## src/rtl/credit_gate_pkg.sv

```systemverilog
package credit_gate_pkg;
  typedef enum logic {
    GATE_WAIT_ADV = 1'b0,
    GATE_OPEN     = 1'b1
  } gate_state_e;
endpackage

```

## src/rtl/cg_cost_clamp.sv

```systemverilog
module cg_cost_clamp #(
  parameter int unsigned COST_W = 12,
  parameter int unsigned CNT_W  = 12
) (
  input  logic [COST_W-1:0] cost_i,
  output logic [CNT_W-1:0]  cost_o
);
  localparam int unsigned HALF_W = CNT_W - 1;

  generate
    if (COST_W > HALF_W) begin : g_clamp
      localparam int unsigned XW = COST_W - HALF_W;
      logic over;
      assign over   = |cost_i[COST_W-1:HALF_W];
      assign cost_o = over ? {1'b0, {HALF_W{1'b1}}}
                           : {1'b0, cost_i[HALF_W-1:0]};
    end else begin : g_pass
      assign cost_o = {{(CNT_W-COST_W){1'b0}}, cost_i};
    end
  endgenerate
endmodule

```

## src/rtl/cg_wrap_acc.sv

```systemverilog
module cg_wrap_acc #(
  parameter int unsigned W = 12
) (
  input  logic         clk_i,
  input  logic         rst_ni,
  input  logic         load_i,
  input  logic [W-1:0] load_val_i,
  input  logic         add_i,
  input  logic [W-1:0] add_val_i,
  output logic [W-1:0] value_o
);
  logic [W-1:0] value_q;

  always_ff @(posedge clk_i or negedge rst_ni) begin
    if (!rst_ni)     value_q <= '0;
    else if (load_i) value_q <= load_val_i;
    else if (add_i)  value_q <= value_q + add_val_i; // wraps mod 2^W
  end

  assign value_o = value_q;
endmodule

```

## src/rtl/cg_window_check.sv

```systemverilog
module cg_window_check #(
  parameter int unsigned W = 12
) (
  input  logic [W-1:0] limit_i,
  input  logic [W-1:0] spent_i,
  input  logic [W-1:0] cost_i,
  output logic         fits_o
);
  logic [W-1:0] after_spend;
  logic [W-1:0] headroom;

  assign after_spend = spent_i + cost_i;
  assign headroom    = limit_i - after_spend;
  // sign bit of the modular difference: set means past the limit
  assign fits_o      = ~headroom[W-1];
endmodule

```

## src/rtl/credit_tx_gate.sv

```systemverilog
module credit_tx_gate
  import credit_gate_pkg::*;
#(
  parameter int unsigned CNT_W  = 12,
  parameter int unsigned COST_W = 12
) (
  input  logic              clk_i,
  input  logic              rst_ni,
  input  logic              init_valid_i,
  input  logic [CNT_W-2:0]  init_credit_i,
  input  logic              req_valid_i,
  input  logic [COST_W-1:0] req_cost_i,
  output logic              req_ready_o,
  input  logic              ret_valid_i,
  input  logic [CNT_W-2:0]  ret_credit_i
);
  gate_state_e state_q;
  logic        gate_open;
  logic        adv_load;
  logic        accept;
  logic        fits;
  logic [CNT_W-1:0] cost_eff;
  logic [CNT_W-1:0] limit_q;
  logic [CNT_W-1:0] spent_q;

  always_ff @(posedge clk_i or negedge rst_ni) begin
    if (!rst_ni)                                     state_q <= GATE_WAIT_ADV;
    else if (state_q == GATE_WAIT_ADV && init_valid_i) state_q <= GATE_OPEN;
  end

  assign gate_open = (state_q == GATE_OPEN);
  assign adv_load  = (state_q == GATE_WAIT_ADV) && init_valid_i;

  cg_cost_clamp #(.COST_W(COST_W), .CNT_W(CNT_W)) u_clamp (
    .cost_i (req_cost_i),
    .cost_o (cost_eff)
  );

  cg_wrap_acc #(.W(CNT_W)) u_limit (
    .clk_i      (clk_i),
    .rst_ni     (rst_ni),
    .load_i     (adv_load),
    .load_val_i ({1'b0, init_credit_i}),
    .add_i      (gate_open && ret_valid_i),
    .add_val_i  ({1'b0, ret_credit_i}),
    .value_o    (limit_q)
  );

  cg_wrap_acc #(.W(CNT_W)) u_spent (
    .clk_i      (clk_i),
    .rst_ni     (rst_ni),
    .load_i     (1'b0),
    .load_val_i ('0),
    .add_i      (accept),
    .add_val_i  (cost_eff),
    .value_o    (spent_q)
  );

  cg_window_check #(.W(CNT_W)) u_check (
    .limit_i (limit_q),
    .spent_i (spent_q),
    .cost_i  (cost_eff),
    .fits_o  (fits)
  );

  assign req_ready_o = gate_open && req_valid_i && fits;
  assign accept      = req_valid_i && req_ready_o;
endmodule

```

## config.mk

```make
export PLATFORM = sky130hd
export DESIGN_NAME = credit_tx_gate
export DESIGN_NICKNAME = d
export VERILOG_FILES = /design/src/rtl/credit_gate_pkg.sv /design/src/rtl/cg_cost_clamp.sv /design/src/rtl/cg_wrap_acc.sv /design/src/rtl/cg_window_check.sv /design/src/rtl/credit_tx_gate.sv
export SDC_FILE = /design/constraint.sdc
export NUM_CORES = 1
export LEC_CHECK = 0
export ABC_AREA = 1
export BUFFER_PORTS_ARGS = -buffer_cell sky130_fd_sc_hd__buf_2
export CORE_MARGIN = 5
export CORE_UTILIZATION = 33
export CTS_BUF_LIST = sky130_fd_sc_hd__clkbuf_8
export CTS_CLUSTER_DIAMETER = 100
export DETAILED_ROUTE_END_ITERATION = 7
export GPL_TIMING_DRIVEN = 1
export PLACE_DENSITY = 0.58
export SETUP_SLACK_MARGIN = 0.1
export SLEW_MARGIN = 30
export SYNTH_ARGS = -nofsm -noshare
export SYNTH_HDL_FRONTEND = slang
export SYNTH_SLANG_ARGS = --single-unit
```

## constraint.sdc

```tcl
create_clock -name clk_i -period 4.11 [get_ports clk_i]
set_clock_uncertainty 0.15 [all_clocks]
set_input_delay 0.2055 -clock clk_i [delete_from_list [all_inputs] [get_ports clk_i]]
set_output_delay 0.2055 -clock clk_i [all_outputs]
set_load 0.005 [all_outputs]
```

# Word-level counts from Yosys, hierarchy flattened
# Cells that the tools add are included.
# totals
output_inout_bits,1
ff_bits,25
input_bits,39
wordCells,17
# classes
muxes,3
reduce_logical,6
addsub,3
bitwise,2
# ops
op,count
adder 12 x 11 -> 12 bit,2
two-way mux 12 bit,2
subtractor 12 bit,1
two-way mux 11 bit,1
logical AND 1 bit,5
NOT 1 bit,2
nonzero test 2 bit,1

# Depth between registers and ports, before layout
# depth
ltp_word,6
depth_mapped,27

# Modules after synthesis
# A second synthesis with hierarchy kept.
# unflattened
hier_cells,480
area_unflattened_um2,3083.0
# modules_own_cells
module,cells_each,n_inst,area_each_um2
cg_wrap_acc (u_limit),171,1,1127.3
cg_wrap_acc (u_spent),171,1,1122.3
cg_window_check,101,1,661.9
cg_cost_clamp,26,1,108.9
credit_tx_gate,11,1,62.6

# Least setup slack after synthesis
# Ideal clock, no wire load.
# synth_path
kind,input-to-output
start,in req_cost_i[11]
end,out req_ready_o
path_stages,21
slack_ns,0.758
n_path_buf,2
t_arrival_ns,2.997
cell_sequence,clkbuf_1 -> or2_2 -> ha_1 -> nand3_1 -> nand3_2 -> a21oi_1 -> o21bai_1 -> or2_2 -> nand2_1 -> inv_1 -> ha_1 -> nand2_1 -> inv_2 -> a21oi_1 -> nand3_1 -> nand2_1 -> nand2_1 -> nor2_2 -> nand2_4 -> nand2_4 -> buf_12
# synth_via
elab_chain_len,5
# synth_lines
element,line_no,source
start: declaration,credit_tx_gate.sv:12,"input logic [COST_W-1:0] req_cost_i,"
two-way mux 11 bit,cg_cost_clamp.sv:15,"assign cost_o = over ? {1'b0, {HALF_W{1'b1}}}"
adder 12 x 11 -> 12 bit,cg_window_check.sv:12,assign after_spend = spent_i + cost_i;
subtractor 12 bit,cg_window_check.sv:13,assign headroom = limit_i - after_spend;
NOT 1 bit,cg_window_check.sv:15,assign fits_o = ~headroom[W-1];
logical AND 1 bit,credit_tx_gate.sv:66,assign req_ready_o = gate_open && req_valid_i && fits;
end: declaration,credit_tx_gate.sv:13,"output logic req_ready_o,"
# No other way between the ends.

# Final worst setup path
# layout_path
start,"reg u_spent.value_q[8], in the netlist u_spent.value_o[8]"
end,out req_ready_o
# layout_via
elab_chain_len,4
# layout_lines
element,line_no,source
start: declaration,cg_wrap_acc.sv:12,logic [W-1:0] value_q;
start signal: assignment,cg_wrap_acc.sv:16,else if (load_i) value_q <= load_val_i;
start signal: assignment,cg_wrap_acc.sv:17,else if (add_i) value_q <= value_q + add_val_i;
adder 12 x 11 -> 12 bit,cg_window_check.sv:12,
subtractor 12 bit,cg_window_check.sv:13,
NOT 1 bit,cg_window_check.sv:15,
logical AND 1 bit,credit_tx_gate.sv:66,
# No other way between the ends.

==> results.sh <==
export IMPL_crit_path_max_fanout=13
export IMPL_rrSetupSlack_ns=0.67
export IMPL_drc_errors=0
export IMPL_wl_met2_mm=2.87
export IMPL_synth_nets=438
export IMPL_synth_adder_area_share_pct=17.3
export IMPL_fp_row_count=32
export IMPL_cp_data_arrival_time_ns=3.32
export IMPL_p_clk_share_pct=5.7
export IMPL_synthSimpleGateAreaFrac_pct=34.0
export IMPL_cts_tree="done"
export IMPL_synth_top_family_by_area="simple AND/OR/NAND/NOR gates"
export IMPL_ir_worst_vdd_mv=0.261
export IMPL_multi_input_area_mm2=0.00172
export IMPL_p_seq_share_pct=18.2
export IMPL_cts_path_max_buffers=2
export IMPL_via_count=2389
export IMPL_start_util_pct=33.4
export IMPL_whs_endpoint="u_limit.value_o[1]"
export IMPL_r2r_start="u_spent.value_o[8]"
export IMPL_required_ns=3.75
export IMPL_worstSetupPathType="reg -> out"
export IMPL_period_minus_slack_ns=3.67
export IMPL_fin_crit_sh_pct=89.3
export IMPL_ys_ff_latch=25
export IMPL_gr_total_overflow=0
export IMPL_io_pins=40
export IMPL_tightest_slew_ns=0.596
export IMPL_clkTransAtPathRegs_ns=0.09
export IMPL_grt_pass1_wl_mm=10.6
export IMPL_m1WireLength_mm=3.08
export IMPL_hold_class="in -> reg"
export IMPL_synth_area_top_cells="dfrtp_1 (25%), ha_1 (16%), nand2_1 (14%)"
export IMPL_p_per_area_mw_per_mm2=868
export IMPL_yosys_warnings=0
export IMPL_gp_congestion=0.802
export IMPL_power_frac_comb_pct=76.1
export IMPL_slew_headroom_pct=60.3
export IMPL_place_detailed_hpwl_mm=5.11
export IMPL_final_net_count=487
export IMPL_fillerInstances=844
export IMPL_wl_per_cell_um=12.0
export IMPL_dr_first_iter_drc_count=95
export IMPL_intPower_mw=1.25
export IMPL_maxCapViolations=0
export IMPL_switching_power_mw=1.34
export IMPL_fp_coreArea_mm2=0.00765
export IMPL_top_layer="met4"
export IMPL_syn2layout_area_growth_pct=16.9
export IMPL_antenna_found_initial=0
export IMPL_synth_compound_area_share_pct=11.6
export IMPL_clock_latency_ns=0.27
export IMPL_yosysSeqAreaShare_pct=24.5
export IMPL_min_path_cells=3
export IMPL_p_sw_share_pct=51.7
export IMPL_die_height_um=97.9
export IMPL_power_leakage_nw=1.67
export IMPL_end_kind="primary output"
export IMPL_hold_viol=0
export IMPL_min_from="init_credit_i[1]"
export IMPL_synth_xor_area_share_pct=3.78
export IMPL_die_w_um=97.9
export IMPL_avgViaCountPerCell=4.64
export IMPL_routed_wirelength_mm=6.18
export IMPL_die_area_mm2=0.00959
export IMPL_setup_tns_ns=0
export IMPL_synth_cell_area_mm2=0.00255
export IMPL_dp_cells=503
export IMPL_synth_top_cell_by_area="dfrtp_1"
export IMPL_syn_avg_cell_area_um2=6.99
export IMPL_ys_types=29
export IMPL_p_total_mw=2.59
export IMPL_reg2reg_to="u_spent.value_o[1]"
export IMPL_synthCells=365
export IMPL_finalSetupViolCount=0
export IMPL_drt_pass1_iterations=4
export IMPL_wl_met3_um=213
export IMPL_grt_setup_unrepaired="false"
export IMPL_outcome="complete, no violations"
export IMPL_cts_buffers=3
export IMPL_port_buffer_count=39
export IMPL_synth_top_area_share_pct=24.5
export IMPL_clock_sinks=25
export IMPL_worstSetupStartpointType="flip-flop"
export IMPL_htreeDepth=1
export IMPL_final_cells=515
export IMPL_grt_max_degree=26
export IMPL_final_antenna_net_count=0
export IMPL_track_usage_pct=13.1
export IMPL_diodes=0
export IMPL_fmaxAchievable_mhz=272
export IMPL_layout_drive_gt1_share_pct=22.0
export IMPL_synth_area_mux_share_pct=0
export IMPL_cts_root_buf="clkbuf_8"
export IMPL_seqCellArea_um2=626
export IMPL_finalMaxSlewViolations=0
export IMPL_grt_pass1_vias=2291
export IMPL_reg2regPathDepth=20
placed cells by master (no fill, tap or decap), types with 5 or more instances in the layout:
cell | Yosys | layout
nor2_1 | 25 | 25
o21ai_0 | 16 | 16
nand3_1 | 26 | 26
xor2_1 | 9 | 9
buf_4 | 2 | 8
nand2_1 | 96 | 95
nand4_1 | 5 | 5
inv_1 | 45 | 46
buf_2 | 0 | 39
nand2_2 | 12 | 13
dfrtp_1 | 25 | 25
ha_1 | 32 | 31
or2_2 | 12 | 12
a21oi_1 | 28 | 27
synth_stat cells:
master     n
nand2_2   12
nand3b_4   1
a21oi_1   28
o211ai_1   2
a21o_1     3
nand2_4    2
or2_2     12
fa_1       2
buf_12     1
nor3_1     2
nor2_1    25
o22ai_1    1
o21ai_0   16
a31o_2     1
nor2_2     3
nand3_2    3
ha_1      32
inv_1     45
nand2_1   96
nand3_1   26
xnor2_1    2
inv_2      2
xor2_1     9
o21bai_1   3
dfrtp_1   25
nand4_1    5
clkbuf_1   2
clkinv_1   2
buf_4      2
how the worst max path moves through the flow:
stage | startpoint | to | slack, ns | cells past startpoint
finish | u_spent.value_o[8] | req_ready_o | 0.44 | 18
global route | u_spent.value_o[5] | req_ready_o | 0.1 | 22
CTS | u_spent.value_o[0] | req_ready_o | 0.24 | 23
detailed placement | req_cost_i[11] | req_ready_o | 0.29 | 20
global placement | req_cost_i[11] | req_ready_o | 0.32 | 21
floorplan | req_cost_i[11] | req_ready_o | 0.76 | 21
sequential cells by signal (all words and copies together) (netlist names):
register	count
gate_open	1
u_spent.value_o	12
u_limit.value_o	12
critical path, cell delays in order (launching register included):
cell     delay, ns
dfrtp_1       0.41
ha_1          0.39
inv_1         0.08
nor3_2        0.23
nand3_1       0.12
nand4_1       0.13
xor2_1        0.25
inv_1         0.07
ha_1          0.29
nand2_1       0.09
inv_2         0.04
a21oi_1       0.18
nand3_1       0.10
nand2_1       0.07
nand2_2       0.07
nor2_2        0.15
nand2_4       0.14
nand2_8       0.12
buf_2         0.12
layer usage:
| metal | up-vias | global-route usage, % |
|---|---|---|
| li1 | 1285 | - |
| met3 | 2 | 2.21 |
| met4 | 0 | 0.958 |
| met2 | 38 | 22.1 |
| met1 | 1064 | 18.5 |
| met5 | - | 0 |
power groups by stage:
| stage | Combinational, mW | Sequential, mW | Clock, mW |
|---|---|---|---|
| floorplan | 1.53 | 0.438 | 0 |
| global placement | 1.78 | 0.481 | 0 |
| detailed placement | 1.81 | 0.481 | 0 |
| CTS | 1.83 | 0.476 | 0.152 |
| global route | 2.30 | 0.485 | 0.160 |
| finish | 1.97 | 0.472 | 0.147 |
metrics by stage:
| stage | util, % | hold WS, ns | instance area [um^2] | setup slack (ns) |
|---|---|---|---|---|
| after floorplan | - | -0.240 | 2550 | 0.758 |
| after global placement | 37.2 | 0.0879 | 2850 | 0.325 |
| after detailed placement | 37.2 | 0.0982 | 2850 | 0.290 |
| after CTS | 38.1 | 0.0290 | 2910 | 0.239 |
| after global routing | 39.0 | 0.0654 | 2980 | 0.0994 |
| final | 39.0 | 0.0395 | 2980 | 0.439 |
kinds of logic (layout without fill, tap and decap cells):
group / Yosys count / after routing
adder cells (fa/ha/maj): 34 / 34
AND/OR/NAND/NOR: 187 / 187
flip-flops: 25 / 25
buffers and inverters: 54 / 102
AO/OA/AOI/OAI: 54 / 54
XOR/XNOR: 11 / 11
area by class of cell:
| type | count | area share (%) |
|---|---|---|
| tap | 102 | 4.28 |
| multi-input combinational | 286 | 57.8 |
| timing repair buffer | 49 | 9.23 |
| sequential | 25 | 21.0 |
| clock inverter | 1 | 0.126 |
| inverter | 49 | 6.17 |
| clock buffer | 3 | 1.38 |
what timing repair did:
action / 4_1_cts / 5_1_grt
endpoints found under the hold margin: 26 / 0
buffers inserted: 0 / 6
gates resized for setup: 0 / 6
hold buffers: 2 / 0
setup endpoints to repair: 0 / 1
No activity file was read; power rests on OpenSTA's default activity.
